### config.mk
export PLATFORM = sky130hd
export DESIGN_NAME = flag_alu
export DESIGN_NICKNAME = d
export VERILOG_FILES = /design/src/rtl/flag_alu_pkg.sv /design/src/rtl/flag_alu_step8.sv /design/src/rtl/flag_alu_add16.sv /design/src/rtl/flag_alu_rot8.sv /design/src/rtl/flag_alu_cost.sv /design/src/rtl/flag_alu.sv
export SDC_FILE = /design/constraint.sdc
export NUM_CORES = 1
export LEC_CHECK = 0
export ABC_AREA = 1
export BUFFER_PORTS_ARGS = -buffer_cell sky130_fd_sc_hd__buf_2
export CAP_MARGIN = 40
export CELL_PAD_IN_SITES_DETAIL_PLACEMENT = 0
export CELL_PAD_IN_SITES_GLOBAL_PLACEMENT = 1
export CORE_UTILIZATION = 37
export DETAILED_ROUTE_END_ITERATION = 10
export PLACE_DENSITY_LB_ADDON = 0.1
export SLEW_MARGIN = 20
export SYNTH_ARGS = -nofsm -noshare
export SYNTH_HDL_FRONTEND = slang
export SYNTH_HIERARCHICAL = 1
export SYNTH_SLANG_ARGS = --single-unit
### constraint.sdc
create_clock -name clk -period 5 [get_ports clk]
set_input_delay 1 -clock clk [delete_from_list [all_inputs] [get_ports clk]]
set_output_delay 1 -clock clk [all_outputs]
set_load 0.05 [all_outputs]
### src/rtl/flag_alu_pkg.sv
// Shared types for the flag ALU: operation codes and the flag nibble.
package flag_alu_pkg;
    typedef enum logic [2:0] {
        OP_INC8  = 3'd0,
        OP_DEC8  = 3'd1,
        OP_ADD16 = 3'd2,
        OP_ROTL  = 3'd3,
        OP_ROTR  = 3'd4,
        OP_INC16 = 3'd5,
        OP_DEC16 = 3'd6,
        OP_NONE  = 3'd7
    } alu_op_e;

    typedef struct packed {
        logic z;
        logic n;
        logic h;
        logic c;
    } flag_t;
endpackage

### src/rtl/flag_alu_step8.sv
// Byte increment/decrement unit.
// Produces the stepped byte and its flags; carry passes through unchanged.
// Assumes DATA_W >= 4 so that a low nibble exists.
module flag_alu_step8 #(
    parameter int DATA_W = 8
) (
    input  logic [DATA_W-1:0]  opnd,
    input  logic               dec,
    input  logic               cur_c,
    output logic [DATA_W-1:0]  res,
    output flag_alu_pkg::flag_t flg
);
    localparam int NIB = 4;

    // Step the operand and derive zero, subtract, half-carry/borrow flags.
    always_comb begin
        if (dec) begin
            res   = opnd - DATA_W'(1);
            flg.h = ~|opnd[NIB-1:0];
        end else begin
            res   = opnd + DATA_W'(1);
            flg.h = &opnd[NIB-1:0];
        end
        flg.z = (res == '0);
        flg.n = dec;
        flg.c = cur_c;
    end
endmodule

### src/rtl/flag_alu_add16.sv
// Word adder for the pair-into-HL add.
// Half-carry is the carry out of the nibble at bits HB+3..HB of the two operands,
// taken without the carry in from the low byte. Zero passes through unchanged.
module flag_alu_add16 #(
    parameter int WORD_W = 16
) (
    input  logic [WORD_W-1:0]  lhs,
    input  logic [WORD_W-1:0]  rhs,
    input  logic               cur_z,
    output logic [WORD_W-1:0]  sum,
    output flag_alu_pkg::flag_t flg
);
    localparam int HB  = WORD_W / 2;
    localparam int NIB = 4;

    logic [WORD_W:0] full;
    logic [NIB:0]    nib_sum;

    // Full-width sum with carry out, plus the separate high-nibble sum.
    always_comb begin
        full    = {1'b0, lhs} + {1'b0, rhs};
        nib_sum = {1'b0, lhs[HB+NIB-1:HB]} + {1'b0, rhs[HB+NIB-1:HB]};
        sum     = full[WORD_W-1:0];
        flg.z   = cur_z;
        flg.n   = 1'b0;
        flg.h   = nib_sum[NIB];
        flg.c   = full[WORD_W];
    end
endmodule

### src/rtl/flag_alu_rot8.sv
// Circular byte rotate, direction fixed by ROT_LEFT.
// The bit that leaves one end re-enters at the other and is copied to carry.
module flag_alu_rot8 #(
    parameter int DATA_W   = 8,
    parameter bit ROT_LEFT = 1'b1
) (
    input  logic [DATA_W-1:0]  opnd,
    output logic [DATA_W-1:0]  res,
    output flag_alu_pkg::flag_t flg
);
    logic out_bit;

    generate
        if (ROT_LEFT) begin : g_left
            // Rotate toward the most significant end.
            always_comb begin
                out_bit = opnd[DATA_W-1];
                res     = {opnd[DATA_W-2:0], out_bit};
            end
        end else begin : g_right
            // Rotate toward the least significant end.
            always_comb begin
                out_bit = opnd[0];
                res     = {out_bit, opnd[DATA_W-1:1]};
            end
        end
    endgenerate

    // Rotates clear zero, subtract and half-carry.
    always_comb begin
        flg.z = 1'b0;
        flg.n = 1'b0;
        flg.h = 1'b0;
        flg.c = out_bit;
    end
endmodule

### src/rtl/flag_alu_cost.sv
// Cycle cost of each operation; memory operands cost more for byte steps.
module flag_alu_cost #(
    parameter int CYC_W    = 5,
    parameter int CYC_REG  = 4,
    parameter int CYC_WORD = 8,
    parameter int CYC_MEM  = 12
) (
    input  flag_alu_pkg::alu_op_e op,
    input  logic                  via_hl,
    output logic [CYC_W-1:0]      cycles
);
    import flag_alu_pkg::*;

    // Select the cost for the operation class.
    always_comb begin
        unique case (op)
            OP_INC8, OP_DEC8:            cycles = via_hl ? CYC_W'(CYC_MEM) : CYC_W'(CYC_REG);
            OP_ADD16, OP_INC16, OP_DEC16: cycles = CYC_W'(CYC_WORD);
            default:                     cycles = CYC_W'(CYC_REG);
        endcase
    end


    always_comb begin
        legal_cost_chk: assert (cycles == CYC_W'(CYC_REG) || cycles == CYC_W'(CYC_WORD)
                                || cycles == CYC_W'(CYC_MEM) || $isunknown(op));
    end
endmodule

### src/rtl/flag_alu.sv
// Flag-producing ALU slice: byte step, word add, circular rotates, word step.
// Result and cycle cost are combinational; flags are registered and updated
// on each clock edge with op_vld high. Assumes DATA_W = WORD_W/2 and DATA_W >= 8.
module flag_alu #(
    parameter int DATA_W   = 8,
    parameter int WORD_W   = 16,
    parameter int CYC_W    = 5,
    parameter int CYC_REG  = 4,
    parameter int CYC_WORD = 8,
    parameter int CYC_MEM  = 12
) (
    input  logic              clk,
    input  logic              rst_n,
    input  logic              op_vld,
    input  logic [2:0]        op_code,
    input  logic              via_hl,
    input  logic [DATA_W-1:0] byte_in,
    input  logic [WORD_W-1:0] word_a,
    input  logic [WORD_W-1:0] word_b,
    output logic [WORD_W-1:0] res_o,
    output logic [7:0]        flags_o,
    output logic [CYC_W-1:0]  cycles_o
);
    import flag_alu_pkg::*;

    localparam int PAD_W = WORD_W - DATA_W;

    alu_op_e op;
    flag_t   flg_q, flg_d;
    flag_t   step_f, add_f, rl_f, rr_f;
    logic [DATA_W-1:0] step_r, rl_r, rr_r;
    logic [WORD_W-1:0] add_r;

    assign op = alu_op_e'(op_code);

    flag_alu_step8 #(.DATA_W(DATA_W)) u_step (
        .opnd(byte_in), .dec(op == OP_DEC8), .cur_c(flg_q.c),
        .res(step_r), .flg(step_f)
    );

    flag_alu_add16 #(.WORD_W(WORD_W)) u_add (
        .lhs(word_a), .rhs(word_b), .cur_z(flg_q.z),
        .sum(add_r), .flg(add_f)
    );

    flag_alu_rot8 #(.DATA_W(DATA_W), .ROT_LEFT(1'b1)) u_rotl (
        .opnd(byte_in), .res(rl_r), .flg(rl_f)
    );

    flag_alu_rot8 #(.DATA_W(DATA_W), .ROT_LEFT(1'b0)) u_rotr (
        .opnd(byte_in), .res(rr_r), .flg(rr_f)
    );

    flag_alu_cost #(
        .CYC_W(CYC_W), .CYC_REG(CYC_REG), .CYC_WORD(CYC_WORD), .CYC_MEM(CYC_MEM)
    ) u_cost (
        .op(op), .via_hl(via_hl), .cycles(cycles_o)
    );

    // Select result and next flags for the requested operation.
    always_comb begin
        res_o = '0;
        flg_d = flg_q;
        unique case (op)
            OP_INC8, OP_DEC8: begin
                res_o = {{PAD_W{1'b0}}, step_r};
                flg_d = step_f;
            end
            OP_ADD16: begin
                res_o = add_r;
                flg_d = add_f;
            end
            OP_ROTL: begin
                res_o = {{PAD_W{1'b0}}, rl_r};
                flg_d = rl_f;
            end
            OP_ROTR: begin
                res_o = {{PAD_W{1'b0}}, rr_r};
                flg_d = rr_f;
            end
            OP_INC16: res_o = word_b + WORD_W'(1);
            OP_DEC16: res_o = word_b - WORD_W'(1);
            default:  res_o = '0;
        endcase
    end

    // Flag register: synchronous reset, update only on a valid operation.
    always_ff @(posedge clk) begin
        if (!rst_n)      flg_q <= '0;
        else if (op_vld) flg_q <= flg_d;
    end

    assign flags_o = {flg_q, 4'b0000};


    word_step_keeps_flags_chk: assert property (@(posedge clk) disable iff (!rst_n)
        op_vld && (op == OP_INC16 || op == OP_DEC16) |=> $stable(flags_o));


    idle_keeps_flags_chk: assert property (@(posedge clk) disable iff (!rst_n)
        (!op_vld || op == OP_NONE) |=> $stable(flags_o));


    inc8_keeps_carry_chk: assert property (@(posedge clk) disable iff (!rst_n)
        op_vld && op == OP_INC8 |=> flags_o[4] == $past(flags_o[4]) && !flags_o[6]);


    add16_keeps_zero_chk: assert property (@(posedge clk) disable iff (!rst_n)
        op_vld && op == OP_ADD16 |=> flags_o[7] == $past(flags_o[7]) && !flags_o[6]);


    rotl_flags_chk: assert property (@(posedge clk) disable iff (!rst_n)
        op_vld && op == OP_ROTL |=> flags_o[7:5] == 3'b000
                                  && flags_o[4] == $past(byte_in[DATA_W-1]));


    rotr_flags_chk: assert property (@(posedge clk) disable iff (!rst_n)
        op_vld && op == OP_ROTR |=> flags_o[7:5] == 3'b000 && flags_o[4] == $past(byte_in[0]));
endmodule

==> metrics.md <==
| Metric | Value |
|---|---|
| Outcome | completed |
| Drt drc | 0 |
| Area Overhead vs Synth | 7.17% |
| CTS Buf Count | 3 |
| Clock transition at path regs | 0.03 ns |
| Final Setup Violations | 0 |
| Post-synth EDFFs | 0 |
| Async S/R FF share, synth | 0% |
| Distinct cells, synth | 43 |
| Int Pwr | 211 uW |
| Gr usage total | 21.0% |
| Clk_lat worst skew | 0.21 ns |
| Core Box Area | 8760 sq um |
| Fin nets | 745 |
| Startpoint Class | input pin |
| Top cell type's share of synthesized area | 25.4% |
| Maximum vdd drop | 0.129 mV |
| Largest family of logic cells by synthesized area | simple AND/OR/NAND/NOR gates |
| Clock Tree Buf Depth | 2 |
| First-pass GRT wire length | 16500 um |
| Post-route setup slack | 0.648 ns |
| Clock root cell | clkbuf_8 |
| Max H-tree Level | 1 |
| Number of nets still failing antenna checks after routing | 0 |
| Largest net degree at the start of global routing | 27 |
| Setup Crit Path Kind | in2out |
| Main area contributors after synthesis | nand2_1 25%, inv_1 11%, ha_1 9.7%, buf_4 9.0%, nand3_1 6.4% |
| Hold Vio Cnt, Final | 0 |
| Tmin final | 4.35 ns |
| Slew headroom | 54.8% |
| Die width | 97.2 um |
| Commonest non-fill, non-tap cell in the layout | nand2_1 |
| Path category of the worst min-delay check | reg2reg |
| Die H | 97.2 um |
| Final GP Congestion | 0.851 |
| Max reg flops | 4 |
| Setup TNS | 0 ns |
| Vias per cell | 4.84 |
| Crit path required time | 4.00 ns |
| Worst-margin pin slew | 0.678 ns |
| Unrepaired setup endpoints after global routing | false |
| Adder-Cell Fraction of Synth Area | 10.9% |
| Post-synthesis sequential area ratio | 2.39% |
| CTS tree | yes |
| Share of layout cells above drive strength 1 | 17.7% |
| Initial core utilization | 38.2% |
| Initial antenna violation count | 0 |
| Mean Syn Cell Area | 5.31 sq um |
| Final period utilization | 87.0% |
| Crit path arrival time | 3.35 ns |
| Net Sw Power | 312 uW |
| CTS hold repair buffers | 0 |
| #FFs+latches synth | 4 |
| Iter 0 DRT Violations | 162 |
| Final WL | 10000 um |
| Synth warn | 6 |
| Mapped Area | 3350 sq um |
| Cell count after synthesis | 631 |
| Pleak | 0.00218 uW |
| Most frequent cells in the layout | 227 x nand2_1, 98 x inv_1, 68 x buf_2 |
| Die footprint | 9440 sq um |
| Clock sink count | 4 |
| Synth area leader | nand2_1 |
| Pwr Density | 146 nW/um^2 |
| Post-CTS sizing | 0 |
| Switching Fraction | 59.7% |
| Mux cell area share after synthesis | 0% |
| Setup Fix Bufs, Post-CTS | 0 |
| CP Capture Type | primary output |
| Clock power frac | 12.8% |
| Max Cap Violations | 0 |
| GRT overflow | 0 |
| Register share of total power | 6.7% |
| Antenna Cells | 0 |
| Post-place setup slack | 0.651 ns |
| Post-Synth XOR/XNOR Area | 4.37% |
| Top FF cell, synth | dfxtp_1 |
| Fin. max-slew vios | 0 |
| Wirelength per Cell | 12.9 um |
| Post-synthesis compound-gate area fraction | 10.6% |
| IO Port Bufs | 68 |
| I/O pin total | 76 |
| Critical path fanouts, max | 18 |
| TritonRoute pass-1 iters | 4 |
| Vias in the first global route | 3424 |
| Logic pwr share | 80.5% |
| Via count | 3755 |
| Simple-Gate Fraction of Synth Area | 49.4% |
| Row count | 34 |
| Detail Placement HPWL | 8530 um |
| Clk_skew | 0 ns |
| Highest clock rate | 230 MHz |
critical path, cell delays in order:
cell	delay (ns)
buf_2	0.30
nor2_2	0.07
inv_1	0.12
nor2_1	0.05
buf_4	0.19
ha_1	0.36
inv_1	0.08
nand2_2	0.09
nand3_2	0.08
nand2_1	0.06
nand2_1	0.04
nand2_1	0.07
inv_1	0.04
nand2_1	0.06
nand2_1	0.05
a221oi_1	0.22
o21ai_0	0.20
buf_2	0.26
power groups by stage:
stage | Combinational (uW) | Sequential (uW) | Clock, uW
after floorplan | 327 | 42.4 | 0
after CTS | 423 | 35.4 | 68.8
after global placement | 421 | 35.7 | 0
after detailed placement | 421 | 35.7 | 0
final | 421 | 35.3 | 66.8
after global routing | 469 | 35.7 | 73.4
logic make-up (layout without fill, tap and decap cells):
logic type,count (synthesis),in the layout
AOI/OAI and AO/OA,54,54
xor gates and xnor gates,15,15
adders and majority gates,28,28
buffers and inverters,152,180
DFF,4,4
other,5,14
and+or+nand+nor,373,373
Yosys cell counts, types with 4 or more instances:
cell      count
dfxtp_1       4
nand3_2       4
a22oi_1       7
nor2_1       41
buf_4        40
conb_1        5
nand3_1      43
nor2_2        4
a41oi_1       4
ha_1         26
inv_1        98
inv_2         8
nand2_1     227
a21oi_1      18
nand3b_1      4
nand4_1      23
o211ai_1      4
xor2_1       10
o21ai_0       5
nand2_2      16
area by class of cell:
type                       instances  area [sq um]
multi-input combinational        484          2570
timing repair buffer              71           363
sequential                         4          80.1
tap                              108           135
clock buffer                       3          41.3
inverter                         106           398
fill                            1019          5170
per-stage QoR:
stage | power, uW | cells | cell area [sq um] | util, % | hold slack, ns
final | 523 | 776 | 3590 | 41.0 | 0.464
after global routing | 578 | 776 | 3590 | 41.0 | 0.493
after floorplan | 370 | 640 | 3390 | - | 0.687
after global placement | 457 | 773 | 3550 | 40.5 | 0.458
after CTS | 527 | 776 | 3590 | 41.0 | 0.466
after detailed placement | 457 | 773 | 3550 | 40.5 | 0.458
final timing paths:
| kind | to | slack (ns) | startpoint | cells past startpoint |
|---|---|---|---|---|
| setup / recovery | res_o[5] | 0.65 | op_code[1] | 18 |
| hold / removal | flags_o[6] | 0.46 | flags_o[6] | 2 |
| setup reg to reg | flags_o[7] | 4.21 | flags_o[7] | 4 |
| hold reg to reg | flags_o[6] | 0.46 | flags_o[6] | 2 |
routing by layer:
| metal | global-route usage [%] | share of wire (%) |
|---|---|---|
| met1 | 27.9 | 46 |
| met2 | 37.5 | 49 |
| met3 | 1.65 | 4.1 |
| met4 | 3.21 | 1.2 |
| met5 | 0 | 0 |
(Power assumes the default switching activity.)
